`src/rtl/jtp_pkg.sv`:
```
package jtp_pkg;
  localparam int unsigned P_OCT_W     = 8;
  localparam int unsigned P_WORD_MAX  = 16;
  localparam int unsigned P_LANES_MAX = 4;
  localparam int unsigned P_CTRL_MAX  = 3;
  localparam int unsigned P_PRBS_W    = 15;

  // lane select code to lane count; 0 marks an unsupported code
  function automatic int unsigned lane_count(input logic [1:0] sel);
    case (sel)
      2'd0:    return 1;
      2'd1:    return 2;
      2'd2:    return 4;
      default: return 0;
    endcase
  endfunction
endpackage

```
`src/rtl/jtp_prbs.sv`:
```
module jtp_prbs #(
  parameter int unsigned W = 15
) (
  input  logic         clk,
  input  logic         rst_n,
  input  logic         step,
  output logic [W-1:0] state
);
  always_ff @(posedge clk) begin
    if (!rst_n)    state <= '1;
    else if (step) state <= {state[W-2:0], state[W-1] ^ state[W-2]};
  end
endmodule

```
`src/rtl/jtp_word_fmt.sv`:
```
module jtp_word_fmt #(
  parameter int unsigned WORD_MAX = 16,
  parameter int unsigned OCT_W    = 8,
  parameter int unsigned CTRL_MAX = 3,
  parameter int unsigned PRBS_W   = 15,
  parameter int unsigned NW       = 5,
  parameter int unsigned CW       = 2
) (
  input  logic [WORD_MAX-1:0] sample,
  input  logic [WORD_MAX-1:0] pat,
  input  logic                test_en,
  input  logic [CTRL_MAX-1:0] ctrl,
  input  logic [NW-1:0]       n,
  input  logic                np16,
  input  logic [CW-1:0]       cs,
  input  logic                tail_en,
  input  logic [PRBS_W-1:0]   prbs,
  output logic [WORD_MAX-1:0] word   // left-aligned in WORD_MAX bits
);
  localparam int unsigned SHW = NW + 1;
  localparam logic [WORD_MAX-1:0] ONES = '1;

  logic [SHW-1:0]      np_v, lead, tail_n;
  logic [WORD_MAX-1:0] s_sel, s_fld, c_fld, t_fld, prbs_ext, raw;

  always_comb begin
    np_v     = np16 ? SHW'(2 * OCT_W) : SHW'(OCT_W);
    lead     = np_v - SHW'(n);
    tail_n   = lead - SHW'(cs);
    s_sel    = test_en ? pat : sample;
    s_fld    = s_sel & ~(ONES << n);
    c_fld    = WORD_MAX'(ctrl >> (CW'(CTRL_MAX) - cs));
    prbs_ext = WORD_MAX'(prbs);
    t_fld    = tail_en ? (prbs_ext & ~(ONES << tail_n)) : '0;
    raw      = (s_fld << lead) | (c_fld << tail_n) | t_fld;
    word     = np16 ? raw : (raw << OCT_W);
  end
endmodule

```
`src/rtl/jtp_lane_dist.sv`:
```
module jtp_lane_dist #(
  parameter int unsigned WORD_MAX  = 16,
  parameter int unsigned OCT_W     = 8,
  parameter int unsigned LANES_MAX = 4,
  parameter int unsigned RW        = $clog2(WORD_MAX / OCT_W + 1),
  parameter int unsigned LCW       = $clog2(LANES_MAX + 1)
) (
  input  logic                       clk,
  input  logic                       rst_n,
  input  logic                       hold,
  input  logic [RW-1:0]              n_oct,
  input  logic [LCW-1:0]             lanes,
  input  logic                       word_valid,
  output logic                       word_ready,
  input  logic [WORD_MAX-1:0]        word,
  output logic                       out_valid,
  input  logic                       out_ready,
  output logic [LANES_MAX*OCT_W-1:0] out_data
);
  localparam int unsigned LIW = (LANES_MAX > 1) ? $clog2(LANES_MAX) : 1;

  logic [WORD_MAX-1:0] wreg;
  logic [RW-1:0]       rem;
  logic [LIW-1:0]      fidx, slot;
  logic                bvalid, move, last, take;
  logic [OCT_W-1:0]    beat [LANES_MAX];

  always_comb begin
    move       = (rem != '0) && (!bvalid || out_ready) && !hold;
    slot       = bvalid ? '0 : fidx;
    last       = (LCW'(slot) == lanes - LCW'(1));
    word_ready = !hold && ((rem == '0) || ((rem == RW'(1)) && move));
    take       = word_valid && word_ready;
    out_valid  = bvalid && !hold;
  end

  always_ff @(posedge clk) begin
    if (!rst_n) begin
      wreg <= '0;
      rem  <= '0;
    end else if (take) begin
      wreg <= word;
      rem  <= n_oct;
    end else if (move) begin
      wreg <= wreg << OCT_W;
      rem  <= rem - RW'(1);
    end
  end

  always_ff @(posedge clk) begin
    if (!rst_n) begin
      bvalid <= 1'b0;
      fidx   <= '0;
    end else if (move) begin
      bvalid <= last;
      fidx   <= last ? '0 : slot + LIW'(1);
    end else if (bvalid && out_ready && !hold) begin
      bvalid <= 1'b0;
    end
  end

  for (genvar g = 0; g < LANES_MAX; g++) begin : g_lane
    always_ff @(posedge clk) begin
      if (!rst_n)                       beat[g] <= '0;
      else if (move && slot == LIW'(g)) beat[g] <= wreg[WORD_MAX-1 -: OCT_W];
    end
    assign out_data[g*OCT_W +: OCT_W] = beat[g];
  end
endmodule

```
`src/rtl/jtp_sample_packer.sv`:
```
module jtp_sample_packer
  import jtp_pkg::*;
#(
  parameter int unsigned WORD_MAX  = P_WORD_MAX,
  parameter int unsigned OCT_W     = P_OCT_W,
  parameter int unsigned LANES_MAX = P_LANES_MAX,
  parameter int unsigned CTRL_MAX  = P_CTRL_MAX,
  parameter int unsigned PRBS_W    = P_PRBS_W,
  parameter int unsigned NW        = $clog2(WORD_MAX + 1),
  parameter int unsigned CW        = $clog2(CTRL_MAX + 1)
) (
  input  logic                       clk,
  input  logic                       rst_n,
  input  logic [NW-1:0]              cfg_n,
  input  logic                       cfg_np16,
  input  logic [CW-1:0]              cfg_cs,
  input  logic [1:0]                 cfg_lane_sel,
  input  logic                       cfg_tail_en,
  input  logic                       cfg_test_en,
  input  logic [WORD_MAX-1:0]        cfg_test_pat,
  input  logic                       in_valid,
  output logic                       in_ready,
  input  logic [WORD_MAX-1:0]        in_sample,
  input  logic [CTRL_MAX-1:0]        in_ctrl,
  output logic                       out_valid,
  input  logic                       out_ready,
  output logic [LANES_MAX*OCT_W-1:0] out_data,
  output logic                       cfg_err
);
  localparam int unsigned RW  = $clog2(WORD_MAX / OCT_W + 1);
  localparam int unsigned LCW = $clog2(LANES_MAX + 1);

  logic [PRBS_W-1:0]   prbs;
  logic [WORD_MAX-1:0] word;
  logic [LCW-1:0]      lanes;
  logic [RW-1:0]       n_oct;
  logic [NW:0]         used, np_v;
  logic                take;

  always_comb begin
    lanes   = LCW'(lane_count(cfg_lane_sel));
    n_oct   = cfg_np16 ? RW'(2) : RW'(1);
    np_v    = cfg_np16 ? (NW+1)'(2 * OCT_W) : (NW+1)'(OCT_W);
    used    = (NW+1)'(cfg_n) + (NW+1)'(cfg_cs);
    cfg_err = (cfg_n == '0) || (used > np_v) || (lanes == '0);
    take    = in_valid && in_ready;
  end

  jtp_prbs #(.W(PRBS_W)) u_prbs (
    .clk(clk), .rst_n(rst_n), .step(take), .state(prbs)
  );

  jtp_word_fmt #(
    .WORD_MAX(WORD_MAX), .OCT_W(OCT_W), .CTRL_MAX(CTRL_MAX),
    .PRBS_W(PRBS_W), .NW(NW), .CW(CW)
  ) u_fmt (
    .sample(in_sample), .pat(cfg_test_pat), .test_en(cfg_test_en),
    .ctrl(in_ctrl), .n(cfg_n), .np16(cfg_np16), .cs(cfg_cs),
    .tail_en(cfg_tail_en), .prbs(prbs), .word(word)
  );

  jtp_lane_dist #(
    .WORD_MAX(WORD_MAX), .OCT_W(OCT_W), .LANES_MAX(LANES_MAX),
    .RW(RW), .LCW(LCW)
  ) u_dist (
    .clk(clk), .rst_n(rst_n), .hold(cfg_err), .n_oct(n_oct),
    .lanes(lanes), .word_valid(in_valid), .word_ready(in_ready),
    .word(word), .out_valid(out_valid), .out_ready(out_ready),
    .out_data(out_data)
  );
endmodule

```
`config.mk`:
```
export PLATFORM = sky130hd
export DESIGN_NAME = jtp_sample_packer
export DESIGN_NICKNAME = d
export VERILOG_FILES = /design/src/rtl/jtp_pkg.sv /design/src/rtl/jtp_prbs.sv /design/src/rtl/jtp_word_fmt.sv /design/src/rtl/jtp_lane_dist.sv /design/src/rtl/jtp_sample_packer.sv
export SDC_FILE = /design/constraint.sdc
export NUM_CORES = 1
export LEC_CHECK = 0
export BUFFER_PORTS_ARGS = -buffer_cell sky130_fd_sc_hd__buf_2
export CORE_ASPECT_RATIO = 0.7
export CORE_MARGIN = 2
export CORE_UTILIZATION = 48
export CTS_BUF_LIST = sky130_fd_sc_hd__clkbuf_8
export CTS_CLUSTER_SIZE = 28
export DETAILED_ROUTE_END_ITERATION = 8
export PLACE_DENSITY = 0.7
export SLEW_MARGIN = 20
export SYNTH_ARGS = -nofsm -noshare
export SYNTH_HDL_FRONTEND = slang
export SYNTH_HIERARCHICAL = 1
export SYNTH_SLANG_ARGS = --single-unit
export TNS_END_PERCENT = 5
```
`constraint.sdc`:
```
create_clock -name clk -period 5.3 [get_ports clk]
set_clock_uncertainty 0.05 [all_clocks]
set_input_delay 0.265 -clock clk [delete_from_list [all_inputs] [get_ports clk]]
set_output_delay 0.265 -clock clk [all_outputs]
set_load 0.1 [all_outputs]
```
# After elaboration in Yosys (flattened, before gate mapping)

Memories as Yosys holds them, arrays and structs flattened.
Index checks and enable logic that the tools add are counted.

Add/sub/neg operators: 7
$mul: 0
Div/mod/pow operators: 0
Magnitude comparators: 1
Equal/unequal tests: 7
Shift-type cells: 5
Mux-type cells: 31
Bitwise gates (word level): 11
Reduce and logical (&&, ||, !) cells: 26

Operators by type and width:

| operator                | count |
|---|---|
| $mux W16                | 5 |
| $mux W8                 | 4 |
| $not A16 Y16            | 2 |
| $or A16 B16 Y16         | 2 |
| $shl A16 B6 Y16         | 2 |
| $and A15 B16 Y16        | 1 |
| $and A16 B16 Y16        | 1 |
| $shl A16 B5 Y16 const A | 1 |
| $shl A16 B6 Y16 const A | 1 |
| $shr A3 B2 Y16          | 1 |
| $mux W1                 | 15 |
| $logic_and A1 B1 Y1     | 12 |
| $mux W2                 | 5 |
| $pmux W3 S3             | 1 |
| $add A5 B2 Y6           | 1 |
| $eq A2 B1 Y1 const B    | 3 |
| $eq A2 B2 Y1 const B    | 3 |
| $gt A6 B6 Y1            | 1 |
| $logic_not A2 Y1        | 3 |
| $reduce_bool A2 Y1      | 3 |
| $sub A6 B2 Y6           | 1 |
| $sub A6 B5 Y6           | 1 |
| $logic_not A5 Y1        | 1 |
| $mux W5                 | 1 |
| 10 further kinds        | 17 |

Flip-flop bits (word level): 36
Bits in latches: 0
Memory bits (writable): 32
Bits in read-only memories: 0
Input bits: 51
Output and inout port bits: 35
Memories: 1

Memory list:

| memory      | words | bits a word | rd ports | clocked after Yosys merged registers in | wr ports | RTL line            | source |
|---|---|---|---|---|---|---|---|
| u_dist.beat | 4     | 8           | 4        | 0                                       | 4        | jtp_lane_dist.sv:26 | `logic [OCT_W-1:0] beat [LANES_MAX];` |

# Logic depth before layout (Yosys ltp)

Gate-level depths: netlist of the first run.

Depth in word-level cells: 11
Mapped depth: 17
Depth with buffers taken out: 14

# By module

Netlist of the first run, hierarchy kept.

Modules (own cells, without submodules):

| module            | instances | cells each | area an instance (um^2) | seq. area each (um^2) |
|---|---|---|---|---|
| jtp_lane_dist     | 1         | 211        | 2391.0                  | 1381.3 |
| jtp_word_fmt      | 1         | 327        | 2169.6                  | 0.0 |
| jtp_prbs          | 1         | 49         | 551.8                   | 300.3 |
| jtp_sample_packer | 1         | 24         | 197.7                   | 0.0 |

# Worst setup path before layout of the first run

OpenSTA, ideal clock, no wires.

Kind: input-to-reg
From: in cfg_n[0]
To: reg u_prbs.state[10]
Library setup time: 0.119 ns
Arrival: 4.133 ns
Slack: 0.998 ns
Stages on the path: 17
Path buffers: 3
Cells stage by stage: ha_1 -> fa_1 -> nand3_1 -> xnor2_1 -> ha_1 -> nand2_1 -> nor4_1 -> o221ai_2 -> nor2b_2 -> a31oi_4 -> inv_2 -> buf_2 -> and2_1 -> buf_6 -> buf_12 -> mux2i_1 -> nand2_1

Longest elaborated chain between the ends: 10
Elaborated cells on any way between the ends: 11

Ends and longest elaborated chain:

| item                              | RTL line                                 | source |
|---|---|---|
| start: declaration                | jtp_sample_packer.sv:14                  | `input logic [NW-1:0] cfg_n,` |
| $add A5 B2 Y6                     | jtp_sample_packer.sv:44                  | `used = (NW+1)'(cfg_n) + (NW+1)'(cfg_cs);` |
| $gt A6 B6 Y1                      | jtp_sample_packer.sv:45                  | `cfg_err = (cfg_n == '0) \|\| (used > np_v) \|\| (lanes == '0);` |
| $logic_or A1 B1 Y1 * (2 in a row) | jtp_sample_packer.sv:45                  |  |
| via cfg_err                       | jtp_sample_packer.sv:28                  | `output logic cfg_err` |
| $logic_not A1 Y1 *                | jtp_lane_dist.sv:29, jtp_lane_dist.sv:32 |  |
| $logic_and A1 B1 Y1               | jtp_lane_dist.sv:29                      | `move = (rem != '0) && (!bvalid \|\| out_ready) && !hold;` |
| $logic_and A1 B1 Y1               | jtp_lane_dist.sv:32                      | `word_ready = !hold && ((rem == '0) \|\| ((rem == RW'(1)) && move));` |
| $logic_or A1 B1 Y1                | jtp_lane_dist.sv:32                      |  |
| $logic_and A1 B1 Y1 *             | jtp_lane_dist.sv:32                      |  |
| via in_ready                      | jtp_sample_packer.sv:22                  | `output logic in_ready,` |
| $logic_and A1 B1 Y1 *             | jtp_sample_packer.sv:46                  | `take = in_valid && in_ready;` |
| via take                          | jtp_sample_packer.sv:38                  | `logic take;` |
| end signal: assignment            | jtp_prbs.sv:11                           | `else if (step) state <= {state[W-2:0], state[W-1] ^ state[W-2]};` |
| end: declaration                  | jtp_prbs.sv:7                            | `output logic [W-1:0] state` |

The timed path passes the listed nets; every way through them passes the cells marked *.
A chain may end at the register's enable or synchronous reset.

# Worst setup path in the final report of the first run

From: in cfg_n[0]
To: reg u_dist.wreg[14]

Elaborated cells on any way between the ends: 27

RTL lines:

| item                   | RTL line                | source |
|---|---|---|
| $sub A6 B5 Y6          | jtp_word_fmt.sv:28      | `lead = np_v - SHW'(n);` |
| $sub A6 B2 Y6          | jtp_word_fmt.sv:29      | `tail_n = lead - SHW'(cs);` |
| $shl A16 B6 Y16        | jtp_word_fmt.sv:34      | `t_fld = tail_en ? (prbs_ext & ~(ONES << tail_n)) : '0;` |
| $not A16 Y16           | jtp_word_fmt.sv:34      |  |
| $and A15 B16 Y16       | jtp_word_fmt.sv:34      |  |
| $mux W16               | jtp_word_fmt.sv:34      |  |
| $or A16 B16 Y16 *      | jtp_word_fmt.sv:35      | `raw = (s_fld << lead) \| (c_fld << tail_n) \| t_fld;` |
| $mux W16 *             | jtp_word_fmt.sv:36      | `word = np16 ? raw : (raw << OCT_W);` |
| via word[14]           | jtp_sample_packer.sv:34 | `logic [WORD_MAX-1:0] word;` |
| $mux W16 *             | jtp_lane_dist.sv:41     | `end else if (take) begin` |
| end signal: assignment | jtp_lane_dist.sv:42     | `wreg <= word;` |
| end signal: assignment | jtp_lane_dist.sv:45     | `wreg <= wreg << OCT_W;` |
| end: declaration       | jtp_lane_dist.sv:22     | `logic [WORD_MAX-1:0] wreg;` |

Marked as above.

==> metrics, run 1 <==
min-delay src=out_ready; Detail Route Antenna Nets=0; commonest non-fill, non-tap cells in the layout=buf_2, nand2_1, mux2i_1; period utilization=0.755; grt ovf=0; nets=between 700 and 800; slew margin rel.=0.401; r2r setup slk=between 2 and 3 ns; clk slew on worst S/H paths=about 0.08 ns; Critical R2R Capture=u_prbs/state[0]; latest clock arrival within the worst-skew pair=0.35 ns; post-CTS setup buffer count=0; total leakage power=~2.4 nW; Crit. End Element=flip-flop; Synth Register Bits=about 70; Worst Path Max Fanout=28; RSZ-0062 raised after global routing=no; global-route wire length before repair=~25000 um; DR vias/cell=6.17; met2 wire len=about 6400 um; Max Used Layer=met4; CTS Root Cell=clkbuf_8; largest net degree at the start of global routing=29; drt wl/cell=~20 um; Worst R2R Start=u_dist/rem[0]; number of global-route vias before repair=~4700; number of max-cap violations=0; crit path kind=input pin to flip-flop; P&R area growth vs syn=12.8%; die height=92 um; max incr delay on CP=approximately 0.54 ns; Startpoint Class=input pin; netlist area before placement=0.00531 mm2; Yosys top cell area share=0.181; # setup viols final=0; switching share of power=0.381; Clock Sinks=between 60 and 70; Worst EP arrival=between 4 and 5 ns; DRT met1 WL=8050 um; critical path required time=between 5 and 6 ns; delay-heaviest family, CP=simple AND/OR/NAND/NOR gates; Sequential Power Share=0.334; post-synth cell types=86; Final Power=~0.0018 W; Multi-input gate area=0.00331 mm2; hold buffers post-CTS=0; CORE AREA=0.0109 mm2; total track usage=0.276; hold_ws=~0.24 ns; commonest non-fill, non-tap cell in the layout=buf_2; detailed-route wire length=16100 um; H-Tree Depth=3; Cell Chain, Critical Path=buf_2 > buf_4 > inv_1 > ha_1 > buf_4 > fa_1 > o2bb2ai_1 > nor4b_1 > nor3_1 > a22oi_2 > or2_0 > o221ai_1 > o32a_1 > nor3_1 > a311oi_1; number of port buffers=85; Syn. warnings=6; Post-DP Area=~0.0057 mm2; 1st-iter DRT viols=about 470; number of placement rows=32; Synth area leader=edfxtp_1; Worst path depth=15; initial antenna violation count=0; post-CTS sizing=0; ys async rst share=0; DRT Pass-1 Iters=7; setup_tns=0 ns; status=finished, final reports clean; Synth Instances=611; Critical path buffers and inverters=4; setup slack after layout=1.30 ns; die width=130 um; combinational power share=0.359; clock power share=0.307; FF-to-FF path depth=8; RD Place Congestion=about 1.0; Final Cell Area=about 0.006 mm2; Setup WS pre-CTS=approximately 1.1 ns; FF/Latch Area=0.00168 mm2; P_sw=0.000700 W; initial core utilization=0.488; Pint=around 0.0011 W; CTS tree=yes; hold crit path type=input pin to flip-flop; top cells by area, synth=edfxtp_1, dfxtp_1, mux2i_1, nand2_1, and2_1; Slew Limit Fails=0; Num CTS Buffers=9; Die Footprint=between 0.01 and 0.015 mm2; Peak supply drop=0.000163 V; Synthesized Nets=about 700; met3 WL=1620 um; proportion of layout cells with a drive suffix above 1=0.204; Hold EP=u_dist/bvalid; Final Critical Period=4.00 ns; # IOs=between 80 and 90; power per cell area=just over 300 mW/mm2; Final Hold Fails=0; Hold Path Stages=4; diodes inserted=0; syn avg cell area=between 8 and 9 um2; Worst-Margin Slew=a little under 0.9 ns; post-DP HPWL=around 12000 um; slowest cell on the critical path=nor4b_1; sequential share of the synthesized area=0.317; Top FF cell, synth=dfxtp_1; # fillers=1010; fmax=250 MHz; DRC errors left=0; Post-synth EDFFs=32; CTS Buffer Depth=2; total number of vias=5111
-- cell usage after synthesis (all sizes together) (5+ instances only) --
cell type,number
nand2,71
mux2i,42
and2,39
nor2,37
dfxtp,36
a21oi,33
nor3,33
edfxtp,32
inv,23
clkbuf,21
ha,19
buf,18
o211ai,18
nand3,17
o21ai,13
nor2b,12
a311oi,9
a22oi,7
a31oi,7
o221ai,7
xnor2,7
a211oi,6
nand2b,6
a21o,5
nor4,5
o221a,5
o32a,5
-- metrics by stage --
step,cells,util
2_1_floorplan,611,-
3_3_place_gp,813,0.526
3_5_place_dp,813,0.526
4_1_cts,829,0.550
5_1_grt,829,0.550
6_report,829,0.550
-- state kept, by name (all words and copies together), names as in the netlist --
signal	cells
u_dist/rem	2
u_dist/wreg	16
u_prbs/state	15
u_dist/beat	32
u_dist/bvalid	1
u_dist/fidx	2
-- worst max path at each step --
| stage | from | endpoint |
|---|---|---|
| 2_1_floorplan | cfg_n[0] | u_prbs/state[10] |
| 3_3_place_gp | cfg_n[0] | u_dist/wreg[14] |
| 3_5_place_dp | cfg_n[0] | u_dist/wreg[14] |
| 4_1_cts | cfg_n[0] | u_dist/wreg[14] |
| 5_1_grt | cfg_n[0] | u_dist/wreg[14] |
| 6_report | cfg_n[0] | u_dist/wreg[14] |
-- worst reg2reg max path, cell delays in order, from the launching register on --
cell,delay [ns]
dfxtp_1,0.39
inv_1,0.07
ha_1,0.28
nor2b_2,0.20
a31oi_4,0.48
inv_2,0.22
and2_1,0.49
nor3b_1,0.32
a31oi_1,0.06
-- logic make-up (layout without fill, tap and decap cells) --
family / Yosys count / count (layout) / share of synthesized area
simple gates: 250 / 250 / 0.251
compound gates: 152 / 152 / 0.216
flops: 68 / 68 / 0.317
buf+inv: 64 / 129 / 0.0608
mux: 45 / 45 / 0.0855
fa+ha+maj: 21 / 21 / 0.0523
xor+xnor: 11 / 11 / 0.0181
-- power groups by stage --
stage,Combinational (W),Sequential (W),Clock [W]
detailed placement,0.000643,0.000625,0
CTS,0.000645,0.000613,0.000571
global placement,0.000633,0.000623,0
global route,0.000705,0.000617,0.000598
floorplan,0.000426,0.000713,0
finish,0.000660,0.000614,0.000563
-- metal layers --
layer / GRT usage / up-vias
li1: - / 2395
met1: 0.443 / 2438
met2: 0.369 / 267
met3: 0.0747 / 11
met4: 0.0421 / 0
met5: 0 / -
-- cell type report --
cell class,count,share of cell area
Multi-Input combinational cell,479,0.552
Clock inverter,7,0.0236
Tap cell,153,0.0320
Clock buffer,9,0.0207
Inverter,24,0.0150
Timing Repair Buffer,89,0.0760
Sequential cell,68,0.281
Power figures use the tool's default switching activity.
==> run 2: changes to the inputs <==
Settings changed: PLACE_DENSITY 0.7 to 0.72.
Clock period 5.3 ns to 3.5 ns, I/O delays scaled along.
==> metrics, run 2 (synthesis results as in run 1) <==
Worst-Margin Slew=roughly 0.70 ns; Top Usage Layer GRT=met1; delay-heaviest family, CP=adder cells; hold crit path type=input pin to flip-flop; detailed-route wire length=16800 um; CTS Root Cell=clkbuf_8; initial antenna violation count=0; Clock Sinks=just under 70; 1st-iter DRT viols=513; slew margin rel.=0.530; flip-flop count of the largest register after layout=32; period utilization=0.913; largest net degree at the start of global routing=28; CTS tree=yes; H-Tree Depth=3; Final Critical Period=between 3 and 4 ns; clock power share=0.260; commonest non-fill, non-tap cell in the layout=buf_2; grt ovf=0; min-delay src=in_valid; switching share of power=0.399; Detail Route Antenna Nets=0; P_sw=between 0.001 and 0.0015 W; slowest cell on the critical path=fa_2; die width=~130 um; initial core utilization=0.488; clk slew on worst S/H paths=~0.07 ns; CORE AREA=between 0.01 and 0.015 mm2; nets=slightly below 800; diodes inserted=0; die height=around 92 um; global-route wire length before repair=about 27000 um; status=finished, final reports clean; number of global-route vias before repair=just under 5000; DRC errors left=0; Pint=~0.0017 W; combinational power share=0.400; final core utilization=0.573; # IOs=86; drt wl/cell=19.5 um; number of max-cap violations=0; post-DP HPWL=approximately 13000 um; final cell count without fillers=861; Peak supply drop=~0.00024 V; total leakage power=approximately 2.5 nW; Die Footprint=0.0119 mm2; post-CTS sizing=0; Worst R2R Start=u_dist/rem[0]; critical path required time=approximately 3.3 ns; top flop regs=u_dist/beat: 32 flops, u_dist/wreg: 16 flops, u_prbs/state: 15 flops; dpl cells=845; met3 Use GR=0.0718; P&R area growth vs syn=17.6%; number of port buffers=between 80 and 90; crit path from=cfg_n[0]; DRT Pass-1 Iters=5; commonest non-fill, non-tap cells in the layout=buf_2, nand2_1, mux2i_1; proportion of layout cells with a drive suffix above 1=0.247; DR vias/cell=~6.1; post-CTS setup buffer count=0; power per cell area=around 440 mW/mm2; Worst EP arrival=approximately 3.0 ns; Crit. End Element=output port; routing usage on met2=0.395; latest clock arrival within the worst-skew pair=about 0.35 ns; Critical path buffers and inverters=5; total number of vias=about 5200; fmax=between 300 and 400 MHz; Sequential Power Share=0.339; Startpoint Class=input pin; Worst Path Max Fanout=20; Biggest register=u_dist/beat; met1 usage=0.454; number of placement rows=32; Slew Limit Fails=0; crit path kind=input pin to output port; Num CTS Buffers=9; setup_tns=0 ns; Final Hold Fails=0; hold buffers post-CTS=0; Cell Chain, Critical Path=buf_2 > buf_4 > ha_2 > fa_2 > nand3_2 > xnor2_1 > ha_1 > nand2_1 > nor4_2 > o221ai_4 > nor2b_2 > a31oi_4 > inv_2 > buf_4 > buf_12; Top cell by count, worst path=buf_4; max incr delay on CP=approximately 0.38 ns; total track usage=0.288; # setup viols final=0; RD Place Congestion=between 1 and 1.5; CTS Buffer Depth=2; RSZ-0062 raised after global routing=no
run 2: changes by cell type in the layout (fill, tap and decap cells not counted), sizes merged:
| cell | previous run | this run |
|---|---|---|
| buf | 89 | 121 |
| clkinvlp | 0 | 1 |
| bufinv | 4 | 2 |
| clkinv | 3 | 4 |
run 2: worst paths after layout:
check	end	slack (ns)	cells past startpoint
setup / recovery	in_ready	0.30	15
hold / removal	u_dist/wreg[7]	0.16	3
hold reg to reg	u_dist/wreg[8]	0.44	2
setup reg to reg	u_prbs/state[0]	1.57	9
run 2: power by group through the flow:
stage,Sequential (W),Combinational [W],Clock (W)
finish,0.000933,0.00110,0.000716
global route,0.000939,0.00117,0.000760
CTS,0.000931,0.00108,0.000730
detailed placement,0.000949,0.00107,0
global placement,0.000946,0.00106,0
floorplan,0.00108,0.000665,0
run 2: worst reg2reg max path: cells and delay by family, from the launching register on:
family                   cells  cell delay [ns]
AO/OA/AOI/OAI                2             0.23
adder cells (fa/ha/maj)      1             0.27
buffers and inverters        3             0.32
flip-flops                   1             0.38
AND/OR/NAND/NOR              3             0.57
run 2: layout make-up:
cell class | count | area (um2)
Sequential cell | 68 | 1680
Inverter | 24 | 90.1
Clock inverter | 7 | 98.8
Tap cell | 153 | 191
Fill cell | 999 | 4650
Clock buffer | 9 | 124
Multi-Input combinational cell | 479 | 3330
Timing Repair Buffer | 121 | 723
run 2: routing by layer:
layer / vias to the layer above / wire length [um]
li1: 2465 / -
met1: 2491 / 8110
met2: 258 / 6700
met3: 19 / 1810
met4: 0 / 165
met5: - / 0
run 2: stage by stage:
stage	setup WS [ns]	power (W)	area [um2]	hold WS [ns]
2_1_floorplan	0.000203	0.00174	5350	0.187
3_3_place_gp	0.104	0.00201	6020	0.420
3_5_place_dp	0.0128	0.00202	6020	0.426
4_1_cts	0.324	0.00274	6240	0.143
5_1_grt	0.158	0.00287	6240	0.167
6_report	0.304	0.00275	6240	0.159
